[config.mk]
export PLATFORM = sky130hd
export DESIGN_NAME = dm_cache
export DESIGN_NICKNAME = d
export VERILOG_FILES = /design/src/rtl/dm_cache.sv
export SDC_FILE = /design/constraint.sdc
export NUM_CORES = 1
export LEC_CHECK = 0
export ABC_AREA = 0
export BUFFER_PORTS_ARGS = -buffer_cell sky130_fd_sc_hd__buf_4
export CORE_ASPECT_RATIO = 1.75
export CORE_MARGIN = 4
export CORE_UTILIZATION = 40
export DETAILED_ROUTE_END_ITERATION = 7
export REMOVE_ABC_BUFFERS = 1
export SLEW_MARGIN = 20
export SYNTH_ARGS = -nofsm -noshare
export SYNTH_HDL_FRONTEND = slang
export SYNTH_SLANG_ARGS = --single-unit
[constraint.sdc]
create_clock -name clk -period 3.69 [get_ports clk]
set_input_delay 0.369 -clock clk [delete_from_list [all_inputs] [get_ports clk]]
set_output_delay 0.369 -clock clk [all_outputs]
set_load 0.05 [all_outputs]
[src/rtl/dm_cache.sv]
module dm_cache #(
  parameter int ADDR_W      = 16,
  parameter int LINES       = 4,
  parameter int BLOCK_BYTES = 4,
  parameter int DATA_W      = 8
) (
  input  logic              clk,
  input  logic              rst_n,
  input  logic              alloc_on_write,
  input  logic              cpu_req,
  input  logic              cpu_we,
  input  logic [ADDR_W-1:0] cpu_addr,
  input  logic [DATA_W-1:0] cpu_wdata,
  output logic              cpu_ready,
  output logic              cpu_done,
  output logic [DATA_W-1:0] cpu_rdata,
  output logic              mem_req,
  output logic              mem_we,
  output logic [ADDR_W-1:0] mem_addr,
  output logic [DATA_W-1:0] mem_wdata,
  input  logic              mem_ack,
  input  logic [DATA_W-1:0] mem_rdata
);
  localparam int OFF_W = $clog2(BLOCK_BYTES);
  localparam int IDX_W = $clog2(LINES);
  localparam int TAG_W = ADDR_W - IDX_W - OFF_W;

  typedef enum logic [1:0] {S_IDLE, S_LOOK, S_FILL, S_WRITE} st_t;

  st_t               st;
  logic [ADDR_W-1:0] a_q;
  logic              we_q;
  logic [DATA_W-1:0] wd_q;
  logic [OFF_W-1:0]  beat_q;
  logic [LINES-1:0]  valid_q;
  logic [TAG_W-1:0]  tag_q  [LINES];
  logic [DATA_W-1:0] data_q [LINES][BLOCK_BYTES];
  logic              done_q;
  logic [DATA_W-1:0] rdata_q;

  wire [TAG_W-1:0] a_tag = a_q[ADDR_W-1 -: TAG_W];
  wire [IDX_W-1:0] a_idx = a_q[OFF_W +: IDX_W];
  wire [OFF_W-1:0] a_off = a_q[OFF_W-1:0];
  wire             hit   = valid_q[a_idx] && (tag_q[a_idx] == a_tag);
  wire             last_beat = (beat_q == OFF_W'(BLOCK_BYTES - 1));

  assign cpu_ready = (st == S_IDLE);
  assign cpu_done  = done_q;
  assign cpu_rdata = rdata_q;
  assign mem_req   = (st == S_FILL) || (st == S_WRITE);
  assign mem_we    = (st == S_WRITE);
  assign mem_addr  = (st == S_WRITE) ? a_q : {a_tag, a_idx, beat_q};
  assign mem_wdata = wd_q;

  always_ff @(posedge clk) begin
    if (!rst_n) begin
      st      <= S_IDLE;
      a_q     <= '0;
      we_q    <= 1'b0;
      wd_q    <= '0;
      beat_q  <= '0;
      valid_q <= '0;
      done_q  <= 1'b0;
      rdata_q <= '0;
      for (int i = 0; i < LINES; i++) tag_q[i] <= '0;
    end else begin
      done_q <= 1'b0;
      case (st)
        S_IDLE: if (cpu_req) begin
          a_q  <= cpu_addr;
          we_q <= cpu_we;
          wd_q <= cpu_wdata;
          st   <= S_LOOK;
        end
        S_LOOK: begin
          beat_q <= '0;
          if (hit) begin
            if (we_q) st <= S_WRITE;
            else begin
              rdata_q <= data_q[a_idx][a_off];
              done_q  <= 1'b1;
              st      <= S_IDLE;
            end
          end else if (we_q && !alloc_on_write) st <= S_WRITE;
          else st <= S_FILL;
        end
        S_FILL: if (mem_ack) begin
          beat_q <= beat_q + 1'b1;
          if (last_beat) begin
            valid_q[a_idx] <= 1'b1;
            tag_q[a_idx]   <= a_tag;
            st             <= S_LOOK;
          end
        end
        S_WRITE: if (mem_ack) begin
          done_q <= 1'b1;
          st     <= S_IDLE;
        end
        default: st <= S_IDLE;
      endcase
    end
  end

  always_ff @(posedge clk) begin
    if (st == S_FILL && mem_ack)
      data_q[a_idx][beat_q] <= mem_rdata;
    else if (st == S_LOOK && we_q && hit)
      data_q[a_idx][a_off] <= wd_q;
  end

  assert_req_hold_R10: assert property (@(posedge clk) disable iff (!rst_n)
    mem_req && !mem_ack |=> mem_req && $stable(mem_we) && $stable(mem_addr));

  assert_done_pulse_R11: assert property (@(posedge clk) disable iff (!rst_n)
    cpu_done |=> !cpu_done);

  assert_fill_start_R4: assert property (@(posedge clk) disable iff (!rst_n)
    $rose(mem_req) && !mem_we |-> mem_addr[OFF_W-1:0] == '0);

  assert_fill_step_R4: assert property (@(posedge clk) disable iff (!rst_n)
    mem_req && !mem_we && mem_ack && mem_addr[OFF_W-1:0] != OFF_W'(BLOCK_BYTES - 1)
    |=> mem_req && !mem_we && mem_addr == $past(mem_addr) + 1'b1);

  assert_write_keeps_valid_R9: assert property (@(posedge clk) disable iff (!rst_n)
    mem_req && mem_we |=> $stable(valid_q));

  assert_busy_not_ready_R10: assert property (@(posedge clk) disable iff (!rst_n)
    mem_req |-> !cpu_ready);
endmodule

; ---- Word level (Yosys, flattened, before mapping)
; Memories as Yosys holds them, arrays and structs flattened. A register that Yosys moved wholly into a read port is not among the register bits.
; Cells that the tools add are included.
[op_classes]
reduce_logical = 18
n_lt_le_gt_ge = 6
muxes = 76
add_sub_neg = 1
eq_ne = 9
n_bitwise = 36
[op_table]
columns = op, n
row1 = 32-bit two-way mux, 2
row2 = 1-bit two-way mux, 48
row3 = 8-bit demux with 2-bit select, 2
row4 = 8-bit two-way mux, 4
row5 = 1-bit OR, 32
row6 = 2-bit two-way mux, 13
row7 = 8-bit binary-select mux with 2-bit select, 1
row8 = 12-bit == test, 1
row9 = 12-bit two-way mux, 1
row10 = 12-bit OR reduction, 1
row11 = 1-bit logical AND, 8
row12 = 2-bit one-hot mux with 4 select lines, 1
row13 = 2-bit == test (second input constant), 3
row14 = 3-bit >= comparator (second input constant), 2
row15 = 3-bit by 1-bit less-than comparator with 1-bit output (second input constant), 2
row16 = 2-bit != test (second input constant), 3
row17 = 2-bit inverter with 3-bit output, 2
row18 = 3-bit AND reduction, 2
row19 = 4-bit OR, 1
row20 = 2-bit one-hot mux with 2 select lines, 1
row21 = 2-bit AND reduction, 2
row22 = 4-bit AND reduction, 1
row23 = 2-bit by 3-bit less-than comparator with 1-bit output (second input constant), 1
row24 = 2-bit by 1-bit adder with 2-bit output (second input constant), 1
row25 = other kinds (11), 11
[word_totals]
n_memories = 2
output_inout_bits = 36
register_bits = 42
inputBits = 38
mem_bits_rw = 176
[memory_table]
columns = memory, words, word_bits, read_ports, rd_clocked_by_memory_dff, wr, line
row1 = data_q, 4, 32, 1, 1, 1, 37  ; logic [DATA_W-1:0] data_q [LINES][BLOCK_BYTES];
row2 = tag_q, 4, 12, 1, 1, 4, 36  ; logic [TAG_W-1:0] tag_q [LINES];

; ---- Logic depth before layout (Yosys ltp)
[depth]
ltp_word = 8
ltp_mapped = 8

; ---- Worst setup path before layout
; OpenSTA, ideal clock, no wires.
[synth_path]
path_kind = register -> register
start = reg with a tool-made name
end = mem data_q[0][0] in the netlist's numbering (enable)
arrival_time_ns = 2.424
slack_ns = 0.890
required_ns = 3.315
path_buffers = 3
path_stages_with_launch = 9
path_cell_list = dfxtp_1 -> clkbuf_1 -> buf_2 -> mux4_2 -> xor2_1 -> nor3_4 -> nand4_2 -> buf_6 -> a21oi_1
[synth_rtl]
columns = element, line
row1 = to (decl), 37

==> results.txt <==
The flow ran to the end, and the final reports show no timing, DRC or antenna violations. The synthesized instance count came out at 620. The most instantiated flip-flop cell in the synthesis netlist is sky130_fd_sc_hd__edfxtp_1. The number of hold buffers added after CTS was 0.

The post-detailed-route wirelength per cell is about 23 µm. The final worst slack came out at a little over 0.7 ns. The total negative slack for setup checks is 0 ns.

The final critical-path required period is 2.98 ns. For this run, the number of Yosys warnings is 0. For hold timing, the worst endpoint is st[0]. The final layout contains 737 nets.

The clock latency at the later pin of the worst-skew pair came out at 0.49 ns. Traced cell by cell, the critical path runs through mux4_1, xor2_1, nor4_4, nand4_2, buf_4, a21oi_1, buf_4. The register-to-register setup slack came out at 0.71 ns. The final hold violation count is 0.

The number of buffers created by CTS came out at 20. The final clock skew is 0.0132 ns. The core utilization of the finished layout came out at 0.475. The post-route met1 wirelength came out at roughly 8000 µm. Setup repair after global routing left no endpoint under its margin. The data required time of the critical path came out at 3.89 ns.

The number of antenna violations at the first check in global routing is 0. The highest clock rate is between 300 and 400 MHz. The count of antenna diodes in the layout came out at 0. The cell area after synthesis is 9640 µm².

Using the TritonRoute via totals, the vias-per-cell ratio works out to 5.33. The root buffer selected by CTS is sky130_fd_sc_hd__clkbuf_16. The I/O pin count came out at 74. The count of TritonRoute iterations in the first routing pass is 4.

The total power density per cell area came out at around 550 nW/µm². The worst hold path begins at alloc_on_write. In this run the worst hold path is classified as input pin to flop. After floorplanning, the core was sized to cover 23,500 µm². The cell type with the highest aggregate area in the netlist is sky130_fd_sc_hd__edfxtp_1. The number of enable flip-flop cells after synthesis came out at 176.

The per-instance average area after synthesis is 15.5 µm². The largest voltage drop on the vdd net is approximately 0.00039 V. The post-detailed-routing wire length is ~23,000 µm. Compared with the post-synthesis result, the final layout area differs by 15.9%.

Excluding fillers, the count of instances in the completed layout stands at between 1,000 and 1,500. The element type at the critical path end is a flop. Ranked by total cell area, the synthesized netlist is headed by sky130_fd_sc_hd__edfxtp_1, sky130_fd_sc_hd__mux4_2, sky130_fd_sc_hd__dfxtp_1. After detailed routing, the number of remaining DRC violations is 0. The die width came out at 125 µm. The number of library cell types mapped by synthesis is 40. The start-to-end type of the worst setup path is flop to flop.

Of the synthesized area, sequential elements account for 0.640. The largest stage delay on the critical path came out at between 0.6 and 0.7 ns. The number of placement rows is 74. The number of flip-flops and latches in the synthesized netlist is 220. The count of nets left with antenna violations once routing finished came out at 0. The routability congestion estimate came out at between 0.8 and 0.9. The wire length on met2 came out at 13,100 µm. The worst setup path is launched from a flop. The via total after detailed routing is 5,404.

The number of cells on the worst hold path is 2. The die covers ~27,000 µm². The max-slew violation count was 0. The depth of the most critical reg-to-reg path came out at 7. In this run the tightest slew margin relative to its limit is 0.395.

The via count of the first global-routing pass came out at about 5,800. Of the post-synthesis cell area, the dominant cell type holds 0.549. Along the worst path, the maximum fanout reaches 13. The final setup violation count came out at 0.

CTS built an H-tree with a depth of 1. The endpoint of the worst-slack reg-to-reg timing path is data_q[1][13]. On the critical path, the stage with the largest delay is an instance of sky130_fd_sc_hd__mux4_1. For the worst setup path, the data arrival time is 3.18 ns. TritonCTS built the clock tree. The reported max-cap violation count is 0. The all-layer global routing usage came out at 0.178. The number of resized instances in the post-cts repair step is 0. The vertical die dimension came out at roughly 210 µm.

Counting instances in the post-synthesis netlist gives the leading cell types as sky130_fd_sc_hd__edfxtp_1, sky130_fd_sc_hd__nand2_1, sky130_fd_sc_hd__and2_1, sky130_fd_sc_hd__mux4_2, sky130_fd_sc_hd__dfxtp_1. The final design instance area without fill came out at 11,200 µm². The wire length on met3 is 1360 µm.

Counting every sink on the clock net gives between 200 and 250. At the pin with the least slew margin, the transition time is 0.905 ns. The total congestion overflow after global routing came out at 0. The placed cell area is 10,500 µm².

The half-perimeter wire length of the detailed placement result came out at 17,000 µm. The count of placed standard cells including taps is slightly below 1,000. The cell leakage power came out at ~4.0 nW.

The clock passes through at most 3 buffers. The most numerous cell type found on the critical path is sky130_fd_sc_hd__buf_4. The first-iteration detailed-routing DRC count is 263. Signal routing reaches up to met4. The number of buffers inserted by post-CTS setup repair is 0.

The final period utilization came out at 0.808. In the final layout, the share of cells above drive strength 1 is 0.324. In the post-synthesis netlist, the cell with the most instances is sky130_fd_sc_hd__edfxtp_1.

The first global-routing pass estimated 35,700 µm of wire. For this run, asynchronously set or reset flops after synthesis account for 0. The pin count of the biggest net entering global routing came out at 33.

The clock transition at the registers of the reported paths came out at around 0.070 ns. The count of buffers inserted at the top-level ports came out at 73. Before CTS, the worst setup slack after placement is 0.705 ns. The initial cell density of the core is 0.410.
worst max path at each step:
| stage | cells after the start | from | to | slack [ns] |
|---|---|---|---|---|
| 6_report | 7 | flop | data_q[1][13] | 0.71 |
| 5_1_grt | 7 | flop | data_q[1][8] | 0.47 |
| 4_1_cts | 7 | flop | data_q[3][8] | 0.70 |
| 3_5_place_dp | 7 | flop | data_q[3][9] | 0.71 |
| 3_3_place_gp | 7 | flop | data_q[2][12] | 0.76 |
| 2_1_floorplan | 5 | flop | data_q[0][0] | -0.85 |
kinds of logic after synthesis:
kind of cell / count (synthesis) / synth area share
AO/OA/AOI/OAI: 61 / 0.0352
XOR/XNOR: 12 / 0.0109
adder cells (fa/ha/maj): 4 / 0.00519
buffers and inverters: 59 / 0.0349
flip-flops: 220 / 0.640
multiplexers: 95 / 0.181
AND/OR/NAND/NOR: 169 / 0.0928
routing by layer:
| metal | global-route usage | vias up |
|---|---|---|
| met5 | 0 | - |
| met4 | 0.0741 | 0 |
| met3 | 0.0288 | 42 |
| met2 | 0.343 | 175 |
| met1 | 0.192 | 2726 |
| li1 | - | 2461 |
layout by cell type, fill, tap and decap left out, types with 2 or more instances in the layout:
| cell | instances |
|---|---|
| sky130_fd_sc_hd__mux4_1 | 3 |
| sky130_fd_sc_hd__dfxtp_2 | 2 |
| sky130_fd_sc_hd__xor2_1 | 12 |
| sky130_fd_sc_hd__nor3_1 | 4 |
| sky130_fd_sc_hd__a32oi_1 | 2 |
| sky130_fd_sc_hd__clkbuf_1 | 6 |
| sky130_fd_sc_hd__or3_1 | 2 |
| sky130_fd_sc_hd__clkbuf_8 | 2 |
| sky130_fd_sc_hd__mux2_4 | 24 |
| sky130_fd_sc_hd__buf_4 | 105 |
| sky130_fd_sc_hd__ha_1 | 4 |
| sky130_fd_sc_hd__nand4_2 | 4 |
| sky130_fd_sc_hd__and2_1 | 48 |
| sky130_fd_sc_hd__o21ai_1 | 4 |
| sky130_fd_sc_hd__edfxtp_1 | 176 |
| sky130_fd_sc_hd__bufinv_16 | 2 |
| sky130_fd_sc_hd__a21oi_1 | 42 |
| sky130_fd_sc_hd__clkbuf_16 | 21 |
| sky130_fd_sc_hd__inv_1 | 7 |
| sky130_fd_sc_hd__nand3_1 | 4 |
| sky130_fd_sc_hd__nor4_4 | 2 |
| sky130_fd_sc_hd__mux4_2 | 49 |
| sky130_fd_sc_hd__o21a_1 | 5 |
| sky130_fd_sc_hd__mux2i_1 | 10 |
| sky130_fd_sc_hd__dfxtp_1 | 42 |
| sky130_fd_sc_hd__clkinv_2 | 3 |
| sky130_fd_sc_hd__nand2b_1 | 3 |
| sky130_fd_sc_hd__nand2_1 | 77 |
| sky130_fd_sc_hd__mux2_2 | 9 |
| sky130_fd_sc_hd__nor2_1 | 13 |
| sky130_fd_sc_hd__nand3b_1 | 3 |
| sky130_fd_sc_hd__o21ai_0 | 5 |
where the power goes:
part / switching [mW] / leakage [nW] / total, mW / internal [mW]
clock network: 0.886 / 0.325 / 2.12 / 1.23
registers: 0.175 / 2.01 / 2.94 / 2.76
logic: 0.641 / 1.69 / 1.05 / 0.404
through the flow:
stage,power (mW),hold slack (ns)
global placement,4.04,0.447
floorplan,3.64,0.440
finish,6.10,0.119
global route,6.35,0.111
detailed placement,4.05,0.450
CTS,6.17,0.107
critical path: cells and delay by family (launching register included):
family          cells  cell delay (ns)
compound gates      1             0.21
xor+xnor            1             0.19
buf+inv             2             0.41
flops               1             0.63
mux                 1             0.66
simple gates        2             0.58
flip-flops by register name, summed over array words and instances (netlist names), named ones only:
signal and cells:
a_q 16, valid_q 4, mem_wdata 8, cpu_rdata 8, we_q 1, beat_q 2, cpu_done 1, st 2
tag_q 48, data_q 128
final cells by class:
cell class / instances / area [µm²]
flip-flops and latches: 220 / 6170
clock buffers: 29 / 576
repair buffers: 105 / 788
clock inverters: 7 / 91.3
well taps: 304 / 380
multi-input cells: 341 / 3140
inverters: 7 / 26.3
fillers: 2103 / 12400
Note: power is estimated with default switching activity, not from simulation.
